**src/rtl/ubus_pkg.sv**
```systemverilog
package ubus_pkg;
  localparam int NUM_SRC = 9;
  localparam int NUM_DST = 9;

  // right-operand source positions
  localparam int SRC_MDR  = 0;
  localparam int SRC_PC   = 1;
  localparam int SRC_MBRU = 2;
  localparam int SRC_MBRS = 3;
  localparam int SRC_SP   = 4;
  localparam int SRC_LV   = 5;
  localparam int SRC_CPP  = 6;
  localparam int SRC_TOS  = 7;
  localparam int SRC_OPC  = 8;

  // result-bus destination positions
  localparam int DST_MAR = 0;
  localparam int DST_MDR = 1;
  localparam int DST_PC  = 2;
  localparam int DST_SP  = 3;
  localparam int DST_LV  = 4;
  localparam int DST_CPP = 5;
  localparam int DST_TOS = 6;
  localparam int DST_OPC = 7;
  localparam int DST_H   = 8;

  typedef enum logic [1:0] {
    FN_AND  = 2'b00,
    FN_OR   = 2'b01,
    FN_NOTB = 2'b10,
    FN_ADD  = 2'b11
  } alu_fn_e;

  typedef struct packed {
    logic    shl;
    logic    shr;
    alu_fn_e fn;
    logic    use_h;
    logic    use_b;
    logic    inv_h;
    logic    carry;
  } alu_ctl_t;
endpackage

```
**src/rtl/ubus_bsrc.sv**
```systemverilog
module ubus_bsrc
  import ubus_pkg::*;
#(
  parameter int DATA_W = 32,
  parameter int BYTE_W = 8
) (
  input  logic [NUM_SRC-1:0]             sel,
  input  logic [NUM_SRC-1:0][DATA_W-1:0] words,
  input  logic [BYTE_W-1:0]              mbr,
  output logic [DATA_W-1:0]              b_bus
);
  localparam int PAD_W = DATA_W - BYTE_W;

  logic [NUM_SRC-1:0][DATA_W-1:0] cand;

  for (genvar i = 0; i < NUM_SRC; i++) begin : g_cand
    if (i == SRC_MBRU) begin : g_zx
      assign cand[i] = {{PAD_W{1'b0}}, mbr};
    end else if (i == SRC_MBRS) begin : g_sx
      assign cand[i] = {{PAD_W{mbr[BYTE_W-1]}}, mbr};
    end else begin : g_word
      assign cand[i] = words[i];
    end
  end

  logic [DATA_W-1:0] ored;
  logic              sel_ok;

  always_comb begin
    ored = '0;
    for (int i = 0; i < NUM_SRC; i++) begin
      ored = ored | (cand[i] & {DATA_W{sel[i]}});
    end
    sel_ok = $onehot(sel);
    b_bus  = sel_ok ? ored : '0;
  end

  // p_zext_upper_r10: zero-extended byte never carries upper bits
  always_comb begin
    if (sel == NUM_SRC'(1) << SRC_MBRU)
      p_zext_upper_r10: assert (b_bus[DATA_W-1:BYTE_W] == '0);
  end
endmodule

```
**src/rtl/ubus_alu.sv**
```systemverilog
module ubus_alu
  import ubus_pkg::*;
#(
  parameter int DATA_W  = 32,
  parameter int SHL_AMT = 8
) (
  input  logic [DATA_W-1:0] a_in,
  input  logic [DATA_W-1:0] b_in,
  input  alu_ctl_t          ctl,
  output logic [DATA_W-1:0] alu_raw,
  output logic [DATA_W-1:0] c_val
);
  logic [DATA_W-1:0] opa, opb;

  always_comb begin
    opa = ctl.use_h ? a_in : '0;
    if (ctl.inv_h) opa = ~opa;
    opb = ctl.use_b ? b_in : '0;
    unique case (ctl.fn)
      FN_AND:  alu_raw = opa & opb;
      FN_OR:   alu_raw = opa | opb;
      FN_NOTB: alu_raw = ~opb;
      FN_ADD:  alu_raw = opa + opb + DATA_W'(ctl.carry);
      default: alu_raw = '0;
    endcase
  end

  always_comb begin
    unique case ({ctl.shl, ctl.shr})
      2'b10:   c_val = alu_raw << SHL_AMT;
      2'b01:   c_val = {alu_raw[DATA_W-1], alu_raw[DATA_W-1:1]};
      default: c_val = alu_raw;
    endcase
  end
endmodule

```
**src/rtl/ubus_regbank.sv**
```systemverilog
module ubus_regbank
  import ubus_pkg::*;
#(
  parameter int DATA_W = 32
) (
  input  logic                           clk,
  input  logic                           rst_n,
  input  logic [NUM_DST-1:0]             c_en,
  input  logic [DATA_W-1:0]              c_val,
  input  logic [NUM_DST-1:0]             ext_en,
  input  logic [NUM_DST-1:0][DATA_W-1:0] ext_val,
  output logic [NUM_DST-1:0][DATA_W-1:0] q
);
  for (genvar i = 0; i < NUM_DST; i++) begin : g_reg
    always_ff @(posedge clk or negedge rst_n) begin
      if (!rst_n)         q[i] <= '0;
      else if (ext_en[i]) q[i] <= ext_val[i];
      else if (c_en[i])   q[i] <= c_val;
    end

    p_capture_r6: assert property (@(posedge clk) disable iff (!rst_n)
      (c_en[i] && !ext_en[i]) |=> q[i] == $past(c_val));
    p_hold_r6: assert property (@(posedge clk) disable iff (!rst_n)
      (!c_en[i] && !ext_en[i]) |=> $stable(q[i]));
    p_ext_wins_r8: assert property (@(posedge clk) disable iff (!rst_n)
      ext_en[i] |=> q[i] == $past(ext_val[i]));
  end
endmodule

```
**src/rtl/ubus_datapath.sv**
```systemverilog
module ubus_datapath
  import ubus_pkg::*;
#(
  parameter int DATA_W  = 32,
  parameter int BYTE_W  = 8,
  parameter int SHL_AMT = 8
) (
  input  logic                clk,
  input  logic                rst_n,
  input  logic [NUM_DST-1:0]  c_en,
  input  logic [NUM_SRC-1:0]  b_sel,
  input  logic [7:0]          alu_ctl,
  input  logic                mdr_in_valid,
  input  logic [DATA_W-1:0]   mdr_in_data,
  input  logic                mbr_in_valid,
  input  logic [BYTE_W-1:0]   mbr_in_data,
  output logic [DATA_W-1:0]   mar,
  output logic [DATA_W-1:0]   mdr,
  output logic [DATA_W-1:0]   pc,
  output logic [BYTE_W-1:0]   mbr,
  output logic [DATA_W-1:0]   sp,
  output logic [DATA_W-1:0]   lv,
  output logic [DATA_W-1:0]   cpp,
  output logic [DATA_W-1:0]   tos,
  output logic [DATA_W-1:0]   opc,
  output logic [DATA_W-1:0]   h,
  output logic                n_flag,
  output logic                z_flag
);
  logic [NUM_DST-1:0][DATA_W-1:0] q;
  logic [NUM_SRC-1:0][DATA_W-1:0] words;
  logic [NUM_DST-1:0]             ext_en;
  logic [NUM_DST-1:0][DATA_W-1:0] ext_val;
  logic [DATA_W-1:0]              b_bus, alu_raw, c_val;
  logic [BYTE_W-1:0]              mbr_q;
  logic                           n_q, z_q;

  always_comb begin
    words           = '0;
    words[SRC_MDR]  = q[DST_MDR];
    words[SRC_PC]   = q[DST_PC];
    words[SRC_SP]   = q[DST_SP];
    words[SRC_LV]   = q[DST_LV];
    words[SRC_CPP]  = q[DST_CPP];
    words[SRC_TOS]  = q[DST_TOS];
    words[SRC_OPC]  = q[DST_OPC];
    ext_en          = '0;
    ext_en[DST_MDR] = mdr_in_valid;
    ext_val          = '0;
    ext_val[DST_MDR] = mdr_in_data;
  end

  ubus_bsrc #(.DATA_W(DATA_W), .BYTE_W(BYTE_W)) u_bsrc (
    .sel   (b_sel),
    .words (words),
    .mbr   (mbr_q),
    .b_bus (b_bus)
  );

  ubus_alu #(.DATA_W(DATA_W), .SHL_AMT(SHL_AMT)) u_alu (
    .a_in    (q[DST_H]),
    .b_in    (b_bus),
    .ctl     (alu_ctl_t'(alu_ctl)),
    .alu_raw (alu_raw),
    .c_val   (c_val)
  );

  ubus_regbank #(.DATA_W(DATA_W)) u_bank (
    .clk     (clk),
    .rst_n   (rst_n),
    .c_en    (c_en),
    .c_val   (c_val),
    .ext_en  (ext_en),
    .ext_val (ext_val),
    .q       (q)
  );

  always_ff @(posedge clk or negedge rst_n) begin
    if (!rst_n) begin
      mbr_q <= '0;
      n_q   <= 1'b0;
      z_q   <= 1'b0;
    end else begin
      if (mbr_in_valid) mbr_q <= mbr_in_data;
      n_q <= alu_raw[DATA_W-1];
      z_q <= (alu_raw == '0);
    end
  end

  assign mar    = q[DST_MAR];
  assign mdr    = q[DST_MDR];
  assign pc     = q[DST_PC];
  assign sp     = q[DST_SP];
  assign lv     = q[DST_LV];
  assign cpp    = q[DST_CPP];
  assign tos    = q[DST_TOS];
  assign opc    = q[DST_OPC];
  assign h      = q[DST_H];
  assign mbr    = mbr_q;
  assign n_flag = n_q;
  assign z_flag = z_q;

  p_mbr_load_r9: assert property (@(posedge clk) disable iff (!rst_n)
    mbr_in_valid |=> mbr == $past(mbr_in_data));
  p_mbr_hold_r9: assert property (@(posedge clk) disable iff (!rst_n)
    !mbr_in_valid |=> $stable(mbr));
  p_zflag_r7: assert property (@(posedge clk) disable iff (!rst_n)
    rst_n |=> z_flag == ($past(alu_raw) == '0));
  p_nflag_r7: assert property (@(posedge clk) disable iff (!rst_n)
    rst_n |=> n_flag == $past(alu_raw[DATA_W-1]));
  p_bad_sel_r3: assert property (@(posedge clk) disable iff (!rst_n)
    (!$onehot(b_sel) && alu_ctl == 8'h34 && c_en[DST_MAR]) |=> mar == '0);
endmodule

```
**config.mk**
```make
export PLATFORM = sky130hd
export DESIGN_NAME = ubus_datapath
export DESIGN_NICKNAME = d
export VERILOG_FILES = /design/src/rtl/ubus_pkg.sv /design/src/rtl/ubus_bsrc.sv /design/src/rtl/ubus_alu.sv /design/src/rtl/ubus_regbank.sv /design/src/rtl/ubus_datapath.sv
export SDC_FILE = /design/constraint.sdc
export NUM_CORES = 1
export LEC_CHECK = 0
export ABC_AREA = 1
export BUFFER_PORTS_ARGS = -buffer_cell sky130_fd_sc_hd__buf_2
export CAP_MARGIN = 20
export CELL_PAD_IN_SITES_DETAIL_PLACEMENT = 0
export CELL_PAD_IN_SITES_GLOBAL_PLACEMENT = 1
export CORE_AREA = 2 2 233 235
export DETAILED_ROUTE_END_ITERATION = 10
export DIE_AREA = 0 0 235 237
export PLACE_DENSITY_LB_ADDON = 0.2
export SYNTH_ARGS = -nofsm -noshare
export SYNTH_HDL_FRONTEND = slang
export SYNTH_HIERARCHICAL = 1
export SYNTH_SLANG_ARGS = --single-unit
export TNS_END_PERCENT = 5
```
**constraint.sdc**
```tcl
create_clock -name clk -period 3.81 [get_ports clk]
set_input_delay 0.762 -clock clk [delete_from_list [all_inputs] [get_ports clk]]
set_output_delay 0.762 -clock clk [all_outputs]
set_load 0.02 [all_outputs]
```
==> impl_metrics.py, run 1 <==
metrics = {
    "outcome": {
        "outcome": "finished with violations",
        "violations": "negative setup slack",
    },
    "sta": {
        "setup_viol": 290,
        "rsz0062_at_grt": "yes",
        "fin_worst_skew_ns": 0.0175,
        "max_clock_freq_mhz": 178,
        "worst_pin_slew_ns": 1.02,
        "drv_slew": 0,
        "hold_viol": 0,
        "finalCriticalPeriod_ns": 5.62,
        "setup_ws_ns": -1.81,
        "finalCritPeriodShare_pct": 148,
        "relSlewSlack_pct": 32.3,
    },
    "layout": {
        "num_antenna_cells": 0,
        "layout_commonest_cell": "nand2_1",
        "fill_cells": 5409,
        "layout-drive-gt1-share_pct": 23.8,
        "layout_common_cells": "1315 x nand2_1, 636 x nand3_1, 366 x buf_2",
        "nets": 4153,
        "fin_cells": 4732,
        "area_delta_synth_final_pct": 32.1,
    },
    "global_route": {
        "antenna_found_initial": 2,
        "grt_max_degree": 99,
        "grt_util_all_layers_pct": 33.0,
        "grt_pass1_wl_microns": 141000,
        "grt_remaining_overflow": 0,
        "grt_pass1_vias": 22458,
    },
    "placement": {
        "dp_slack_ns": -2.80,
        "numPortBuffers": 367,
        "dp_hpwl_microns": 69100,
        "place_congestion": 0.987,
        "dp_cells": 4661,
    },
    "clock_tree": {
        "cts_tree": "built",
        "numCtsBuffers": 38,
        "cts_sinks": 298,
        "clk_pin_slew_ns": 0.06,
        "clk_latency_ns": 0.58,
        "clock-root-buffer": "clkbuf_16",
        "htree_levels": 2,
        "ctsHoldBuffers": 0,
        "cts_buffer_depth": 3,
    },
    "worst_setup_path": {
        "crit_top_cell": "nand2_1",
        "arrival_ns": 6.12,
        "crit_type": "input pin to register",
        "crit_family": "adder cells",
        "end_kind": "register",
        "critPathMaxFanout": 16,
        "slowest_stage": "fa_1",
        "rrSetupSlack_ns": 0.38,
        "critPathMaxStageDelay_ns": 0.54,
        "critPathBufInv": 11,
        "cp.required_ns": 4.31,
        "crit_path_start_kind": "input pin",
    },
    "drt": {
        "first_pass_iters": 6,
        "ant_nets": 0,
        "vias": 23820,
        "drc": 0,
        "wl_microns": 94400,
        "vias_per_cell": 5.03,
        "wl_per_cell_microns": 20.0,
        "drt-initial-drc-count": 2123,
    },
    "synth": {
        "ys_ff_latch": 298,
        "async_flop_share_pct": 100,
        "synth_edf_count": 0,
        "syn_area_sq_mm": 0.0217,
        "synthCells": 3296,
        "ys_warn_count": 6,
        "seq_area_frac_synth_pct": 34.4,
        "ys.flop_type": "dfrtp_1",
        "synthDistinctLibCells": 47,
        "synth.avg_cell_area_sq_um": 6.58,
    },
    "die": {
        "start_util_pct": 40.7,
        "io_pins": 368,
        "die-area_sq_mm": 0.0557,
        "core_sq_mm": 0.0533,
        "rows": 85,
        "fp.dieW_microns": 235,
        "die_h_microns": 237,
    },
    "flow_run": {
        "maxCapViolations": 0,
    },
    "power": {
        "p_leak_nw": 15.4,
        "p_per_area_mw_per_mm2": 449,
        "ir_worst_vdd_uv": 314,
    },
    "hold_path": {
        "hold_path.class": "input pin to async pin",
    },
}
==> stage by stage <==
| stage | TNS (ns) | instance area, sq um | power [mW] | utilization [%] | hold WS, ns |
|---|---|---|---|---|---|
| after global placement | -702.63 | 26400 | 8.74 | 49.6 | 0.461 |
| after CTS | -465.31 | 28300 | 12.6 | 53.0 | 0.265 |
| after detailed placement | -707.24 | 26400 | 8.76 | 49.6 | 0.467 |
| after global routing | -549.74 | 28600 | 13.5 | 53.7 | 0.275 |
| after floorplan | -584.64 | 22800 | 6.63 | - | 0.466 |
| final | -480.55 | 28600 | 12.9 | 53.7 | 0.215 |
==> kinds of logic (layout without fill, tap and decap cells) <==
kind of cell | count (synthesis) | count (layout) | share of synthesized area (%)
AND/OR/NAND/NOR | 2254 | 2254 | 44.4
buffers and inverters | 504 | 981 | 11.1
flip-flops | 298 | 298 | 34.4
AO/OA/AOI/OAI | 124 | 124 | 3.63
adder cells (fa/ha/maj) | 75 | 75 | 4.57
XOR/XNOR | 32 | 32 | 1.29
multiplexers | 8 | 8 | 0.554
other | 1 | 264 | 0.0173
==> registers in the layout, summed over array words and instances (netlist names) <==
register and cells:
z_flag 1, n_flag 1, mbr 8, u_bank/q 288
==> path summary, 6_finish.rpt <==
kind | startpoint | to | cells past startpoint
worst max-delay path | b_sel[3] | u_bank/q[219]$_DFFE_PN0P_ | 33
worst min-delay path | rst_n | u_bank/q[66]$_DFFE_PN0P_ | 1
worst max register to register | mbr[7]$_DFFE_PN0P_ | u_bank/q[219]$_DFFE_PN0P_ | 24
worst min register to register | u_bank/q[26]$_DFFE_PN0P_ | u_bank/q[26]$_DFFE_PN0P_ | 2
max in group asynchronous | rst_n | u_bank/q[284]$_DFFE_PN0P_ | 2
min in group clk | mdr_in_data[2] | u_bank/q[34]$_DFFE_PN0P_ | 3
==> worst register-to-register path: stages, from the launching register on <==
cell	delay (ns)
dfrtp_1	0.41
nand2_1	0.12
buf_12	0.16
buf_4	0.15
nand2_1	0.05
nor2_1	0.09
nand2_1	0.09
nand2_1	0.09
inv_1	0.05
nand2_1	0.09
inv_2	0.05
ha_4	0.28
nand2_1	0.11
nor2_1	0.23
nand2_1	0.11
nand2_1	0.11
inv_1	0.06
nand3_1	0.10
nand3_2	0.14
nand2_2	0.13
nand3_1	0.19
nand3_2	0.19
buf_12	0.15
nand3_1	0.09
nand3_1	0.12
==> power by group <==
part	total, mW	internal, mW	leakage (nW)	switching [mW]
Combinational	5.30	1.98	11.1	3.32
Sequential	3.94	3.54	3.66	0.404
Clock	3.62	2.08	0.614	1.54
Total	12.9	7.60	15.4	5.26
==> synthesized netlist by cell type, types with 2 or more instances <==
library cell,count,share of area [%]
buf_2,93,2.1
dfrtp_1,298,34
nor2_1,136,2.4
buf_1,10,0.17
nor3_1,6,0.14
o22ai_1,7,0.20
or2_2,4,0.12
or2_1,2,0.058
a21boi_2,3,0.16
and2_1,3,0.087
nand3_1,690,16
o21bai_1,2,0.069
nand3b_1,8,0.28
nor2_2,3,0.087
fa_1,7,0.65
mux2_4,8,0.55
a21oi_1,42,0.97
xor2_1,32,1.3
nand3_2,4,0.18
o211ai_1,4,0.14
a21boi_0,14,0.48
nand2_2,17,0.49
nand4_1,3,0.087
ha_1,68,3.9
o221ai_1,8,0.32
clkbuf_1,33,0.57
o21ai_1,4,0.092
inv_1,263,4.6
inv_2,19,0.33
nand2_1,1365,24
buf_6,23,1.2
buf_4,62,2.1
o21ai_0,28,0.65
o2111ai_1,2,0.081
nor2_8,9,0.83
a21oi_2,5,0.20
==> area by class of cell <==
cell class                 instances  area (sq um)  share of cell area [%]
multi-input combinational       2757         13800                    48.1
sequential                       298          7460                    26.0
timing repair buffer             630          4250                    14.8
clock buffer                      54          1090                    3.81
inverter                         283          1060                    3.71
tap                              696           871                    3.04
clock inverter                    14           139                   0.485
==> routing by layer <==
layer  up-vias  part of all wire, %  GRT usage, %
met4         4                  3.2          10.2
li1      11585                    -             -
met3       153                  8.5          6.94
met2       951                   45          52.4
met5         -                0.029             0
met1     11127                   43          45.0
==> timing repair <==
action / CTS / global route
endpoints found under the setup margin: 290 / 290
setup buffers: 2 / 1
pin swaps: 70 / 73
gates resized for setup: 131 / 92
Note: power is estimated with default switching activity, not from simulation.
==> run 2, diff against run 1 <==
--- a/config.mk
+++ b/config.mk
@@ -10,12 +10,11 @@
 export CAP_MARGIN = 20
 export CELL_PAD_IN_SITES_DETAIL_PLACEMENT = 0
 export CELL_PAD_IN_SITES_GLOBAL_PLACEMENT = 1
-export CORE_AREA = 2 2 233 235
+export CORE_AREA = 2 2 213 215
 export DETAILED_ROUTE_END_ITERATION = 10
-export DIE_AREA = 0 0 235 237
+export DIE_AREA = 0 0 215 217
 export PLACE_DENSITY_LB_ADDON = 0.2
 export SYNTH_ARGS = -nofsm -noshare
 export SYNTH_HDL_FRONTEND = slang
-export SYNTH_HIERARCHICAL = 1
 export SYNTH_SLANG_ARGS = --single-unit
 export TNS_END_PERCENT = 5
==> impl_metrics.py, run 2 <==
metrics = {
    "outcome": {
        "outcome": "finished with violations",
        "violations": "negative setup slack",
    },
    "layout": {
        "final_core_util_pct": 56.5,
        "layout-drive-gt1-share_pct": 36.1,
        "num_antenna_cells": 0,
        "layout_common_cells": "847 x nand2_1, 361 x buf_2, 298 x dfrtp_1",
        "fin_cells": 3615,
        "fill_cells": 4329,
        "area_delta_synth_final_pct": 44.3,
        "nets": 3138,
        "largest_reg_flops": 288,
        "largest-register": "u_bank.q",
        "layout_commonest_cell": "nand2_1",
    },
    "worst_setup_path": {
        "slowest_stage": "fa_1",
        "reg2reg_depth": 24,
        "crit_path_start_kind": "input pin",
        "end_kind": "register",
        "rrSetupSlack_ns": -0.37,
        "reg2reg_from": "mbr[7]$_DFFE_PN0P_",
        "arrival_ns": 5.72,
        "critPathMaxStageDelay_ns": 0.55,
        "crit_top_cell": "buf_12",
        "critPathMaxFanout": 11,
        "crit_type": "input pin to register",
        "cp.required_ns": 4.33,
        "r2r_end": "u_bank.q[157]$_DFFE_PN0P_",
    },
    "clock_tree": {
        "clock-root-buffer": "clkbuf_16",
        "htree_levels": 1,
        "numCtsBuffers": 31,
        "cts_sinks": 298,
        "cts_tree": "built",
        "ctsHoldBuffers": 0,
        "clk_pin_slew_ns": 0.06,
        "clk_latency_ns": 0.58,
        "cts_buffer_depth": 3,
    },
    "drt": {
        "wl_microns": 77500,
        "drt-initial-drc-count": 1503,
        "vias_per_cell": 5.31,
        "vias": 19182,
        "ant_nets": 0,
        "drc": 0,
        "first_pass_iters": 5,
        "wl_per_cell_microns": 21.5,
    },
    "synth": {
        "synth_nets": 2526,
        "netlist.area_leader.share_pct": 42.6,
        "synthCells": 2380,
        "ys_ff_latch": 298,
        "synth_area_leaders": "dfrtp_1 43%, nand2_1 20%, o21ai_0 6.3%, ha_1 5.0%, inv_1 4.4%",
        "ys.flop_type": "dfrtp_1",
        "seq_area_frac_synth_pct": 42.6,
        "synth_edf_count": 0,
        "ys_top_cells_by_count": "945 x nand2_1, 298 x dfrtp_1, 221 x o21ai_0",
        "synth.most_common_cell": "nand2_1",
        "async_flop_share_pct": 100,
        "synth.avg_cell_area_sq_um": 7.36,
        "synthDistinctLibCells": 46,
        "yosys.area.top_type": "dfrtp_1",
        "syn_area_sq_mm": 0.0175,
        "ys_warn_count": 0,
    },
    "global_route": {
        "antenna_found_initial": 1,
        "grt_pass1_vias": 18437,
        "grt_util_all_layers_pct": 32.4,
        "grt_pass1_wl_microns": 116000,
        "grt_max_degree": 63,
        "grt_remaining_overflow": 0,
    },
    "placement": {
        "dp_cells": 3526,
        "numPortBuffers": 367,
        "place_congestion": 0.934,
        "dp_hpwl_microns": 59500,
    },
    "sta": {
        "drv_slew": 0,
        "setup_viol": 290,
        "finalCritPeriodShare_pct": 136,
        "worst_pin_slew_ns": 1.08,
        "rsz0062_at_grt": "yes",
        "relSlewSlack_pct": 27.8,
        "fin_worst_skew_ns": 0.0159,
        "max_clock_freq_mhz": 192,
        "setup_ws_ns": -1.39,
        "finalCriticalPeriod_ns": 5.20,
        "hold_viol": 0,
    },
    "power": {
        "p_per_area_mw_per_mm2": 532,
        "p_leak_nw": 13.2,
        "ir_worst_vdd_uv": 423,
    },
    "die": {
        "rows": 78,
        "fp.dieW_microns": 215,
        "start_util_pct": 39.2,
        "die_h_microns": 217,
        "core_sq_mm": 0.0447,
        "die-area_sq_mm": 0.0467,
        "io_pins": 368,
    },
    "hold_path": {
        "hold_path.class": "input pin to async pin",
    },
    "flow_run": {
        "maxCapViolations": 0,
    },
}
## run 2: cell types whose count changed in the layout (fill, tap and decap cells not counted), sizes merged, moves of 32 or more
cell	change
a21oi	+32
buf	+57
conb	-264
inv	-77
nand2	-436
nand3	-564
nor2	-69
o21ai	+193
## run 2: cells by family after synthesis
family	after synthesis	share of synthesized area (%)
and+or+nand+nor	1214	28.1
AOI/OAI and AO/OA	434	14.8
buffers and inverters	323	7.03
DFF	298	42.6
adders and majority gates	76	5.69
xor gates and xnor gates	32	1.60
muxes	3	0.193
## run 2: critical path: cells and delay by family
kind	cells	cell delay, ns
fa+ha+maj	6	2.10
buf+inv	10	1.22
simple gates	10	1.10
compound gates	4	0.50
## run 2: routing by layer
layer / part of all wire (%) / up-vias / track usage (%) / wire [microns]
met5: 0.0090 / - / 0 / 7
met4: 3.3 / 2 / 10.0 / 2550
met3: 7.1 / 117 / 4.82 / 5490
met2: 46 / 730 / 51.7 / 35700
met1: 44 / 9399 / 45.7 / 33800
li1: - / 8934 / - / -
## run 2: through the flow
| step | cell area, sq um | setup WS, ns | power (mW) | hold WS [ns] | TNS, ns |
|---|---|---|---|---|---|
| floorplan | 17900 | -1.46 | 6.91 | 0.466 | -377.55 |
| global placement | 22600 | -2.58 | 9.56 | 0.460 | -645.84 |
| detailed placement | 22600 | -2.61 | 9.61 | 0.460 | -651.52 |
| CTS | 24900 | -1.34 | 13.3 | 0.136 | -339.37 |
| global route | 25300 | -1.58 | 14.1 | 0.154 | -414.46 |
| finish | 25300 | -1.39 | 13.4 | 0.106 | -358.06 |
## run 2: timing repair
| item | CTS | global route |
|---|---|---|
| cloned | 4 | 0 |
| buffers inserted | 21 | 9 |
| gates resized for setup | 277 | 75 |
| setup endpoints to repair | 290 | 290 |
| pin swaps | 75 | 27 |
## run 2: final cells by class
class,count,area (sq um),share of cell area [%]
clock buffers,45,918,3.63
flip-flops and latches,298,7460,29.5
well taps,600,751,2.97
clock inverters,11,114,0.451
multi-input cells,1759,10400,41.1
repair buffers,689,4850,19.2
inverters,213,803,3.18
## run 2: power by group
group | internal (mW) | total (mW) | switching, mW
clock | 1.80 | 3.13 | 1.33
combinational | 2.36 | 6.10 | 3.74
sequential | 3.71 | 4.21 | 0.501
total | 7.87 | 13.4 | 5.57
## run 2: worst max path at each step
stage             start                   endpoint  slack (ns)  depth (start not counted)
5_1_grt        b_sel[7]   u_bank.q[21]$_DFFE_PN0P_       -1.58                         32
3_3_place_gp   b_sel[4]  u_bank.q[269]$_DFFE_PN0P_       -2.58                         28
4_1_cts        b_sel[7]  u_bank.q[221]$_DFFE_PN0P_       -1.34                         31
6_report       b_sel[7]  u_bank.q[124]$_DFFE_PN0P_       -1.39                         30
2_1_floorplan  b_sel[2]   u_bank.q[84]$_DFFE_PN0P_       -1.46                         27
3_5_place_dp   b_sel[4]   u_bank.q[13]$_DFFE_PN0P_       -2.61                         28
==> run 3, diff against run 2 <==
--- a/config.mk
+++ b/config.mk
@@ -14,6 +14,7 @@
 export DETAILED_ROUTE_END_ITERATION = 10
 export DIE_AREA = 0 0 215 217
 export PLACE_DENSITY_LB_ADDON = 0.2
+export RECOVER_POWER = 100
 export SYNTH_ARGS = -nofsm -noshare
 export SYNTH_HDL_FRONTEND = slang
 export SYNTH_SLANG_ARGS = --single-unit
==> impl_metrics.py, run 3 (same netlist as run 2, synthesis figures left out) <==
metrics = {
    "die": {
        "start_util_pct": 39.2,
        "core_sq_mm": 0.0447,
        "io_pins": 368,
        "fp.dieW_microns": 215,
        "die-area_sq_mm": 0.0467,
        "rows": 78,
        "die_h_microns": 217,
    },
    "global_route": {
        "grt_pass1_vias": 18437,
        "grt_util_all_layers_pct": 32.4,
        "grt_pass1_wl_microns": 116000,
        "grt_max_degree": 63,
        "grt_remaining_overflow": 0,
        "antenna_found_initial": 1,
    },
    "layout": {
        "layout_common_cells": "847 x nand2_1, 304 x clkbuf_1, 298 x dfrtp_1",
        "largest-register": "u_bank.q",
        "num_antenna_cells": 0,
        "largest_reg_flops": 288,
        "fill_cells": 4499,
        "layout-drive-gt1-share_pct": 26.2,
        "final_core_util_pct": 55.6,
        "layout_commonest_cell": "nand2_1",
        "nets": 3138,
        "area_delta_synth_final_pct": 41.8,
    },
    "drt": {
        "vias_per_cell": 5.29,
        "ant_nets": 0,
        "wl_per_cell_microns": 21.5,
        "drt-initial-drc-count": 1544,
        "drc": 0,
        "wl_microns": 77700,
        "vias": 19135,
        "first_pass_iters": 5,
    },
    "sta": {
        "finalCriticalPeriod_ns": 5.20,
        "worst_pin_slew_ns": 1.71,
        "finalCritPeriodShare_pct": 137,
        "max_clock_freq_mhz": 192,
        "rsz0062_at_grt": "yes",
        "relSlewSlack_pct": -14.0,
        "hold_ws_ns": 0.403,
        "setup_viol": 290,
        "hold_viol": 0,
        "fin_worst_skew_ns": 0.0153,
        "setup_ws_ns": -1.39,
        "setup_tns_ns": -357.63,
        "drv_slew": 125,
    },
    "outcome": {
        "violations": "max-capacitance violations, max-slew violations, negative setup slack",
        "outcome": "finished with violations",
    },
    "clock_tree": {
        "clk_pin_slew_ns": 0.06,
        "numCtsBuffers": 31,
        "cts_sinks": 298,
        "cts_buffer_depth": 3,
        "cts_tree": "built",
        "clock-root-buffer": "clkbuf_16",
        "htree_levels": 1,
        "clk_latency_ns": 0.58,
        "ctsHoldBuffers": 0,
    },
    "worst_setup_path": {
        "crit_type": "input pin to register",
        "crit_path_start_kind": "input pin",
        "critPathMaxFanout": 11,
        "slowest_stage": "fa_1",
        "critPathMaxStageDelay_ns": 0.55,
        "cp.required_ns": 4.33,
        "end_kind": "register",
        "arrival_ns": 5.72,
        "crit_top_cell": "buf_12",
    },
    "placement": {
        "dp_hpwl_microns": 59500,
        "dp_slack_ns": -2.61,
        "numPortBuffers": 367,
        "place_congestion": 0.934,
    },
    "power": {
        "p_per_area_mw_per_mm2": 535,
        "p_leak_nw": 12.1,
        "ir_worst_vdd_uv": 421,
    },
    "hold_path": {
        "hold_path.class": "input pin to register",
    },
    "flow_run": {
        "maxCapViolations": 2,
    },
}
run 3: what timing repair did:
| item | CTS | global route |
|---|---|---|
| cloned | 4 | 0 |
| buffers inserted | 21 | 9 |
| gates resized for setup | 277 | 75 |
| pin swaps | 75 | 27 |
| endpoints found under the setup margin | 290 | 290 |
run 3: critical path, delay by kind of cell:
kind	cells	cell delay, ns
compound gates	4	0.49
simple gates	10	1.10
fa+ha+maj	6	2.11
buf+inv	10	1.22
run 3: where the power goes:
| part | switching, mW | internal (mW) | leakage, nW |
|---|---|---|---|
| registers | 0.519 | 3.71 | 3.78 |
| clock network | 1.32 | 1.80 | 0.509 |
| logic | 3.74 | 2.20 | 7.84 |
run 3: metal layers:
metal  global-route usage [%]  routed length (microns)  share of wire, %
met4                     10.0                     2670               3.4
met2                     51.7                    35600                46
met3                     4.82                     5400               7.0
met1                     45.7                    34000                44
met5                        0                        7            0.0090
run 3: cell type report:
cell class	instances	area [sq um]	share of cell area, %
clock buffers	45	918	3.70
clock inverters	11	114	0.458
inverters	213	803	3.23
multi-input cells	1759	10400	41.8
flip-flops and latches	298	7460	30.0
well taps	600	751	3.02
repair buffers	689	4420	17.8
run 3: through the flow:
| step | power [mW] | std cells | instance area, sq um |
|---|---|---|---|
| after floorplan | 6.91 | 2380 | 17900 |
| after global placement | 9.56 | 3526 | 22600 |
| after detailed placement | 9.61 | 3526 | 22600 |
| after CTS | 13.3 | 3607 | 24900 |
| after global routing | 13.9 | 3615 | 24800 |
| final | 13.3 | 3615 | 24800 |
run 3: worst paths after layout:
check,slack [ns],endpoint,start,depth (start not counted)
setup / recovery,-1.39,u_bank.q[124]$_DFFE_PN0P_,b_sel[6],30
hold / removal,0.40,mbr[5]$_DFFE_PN0P_,mbr_in_data[5],3
setup reg to reg,-0.40,u_bank.q[157]$_DFFE_PN0P_,mbr[7]$_DFFE_PN0P_,24
hold reg to reg,0.48,u_bank.q[8]$_DFFE_PN0P_,u_bank.q[8]$_DFFE_PN0P_,2
max in group asynchronous,0.77,u_bank.q[4]$_DFFE_PN0P_,rst_n,2
min in group asynchronous,0.59,u_bank.q[282]$_DFFE_PN0P_,rst_n,1
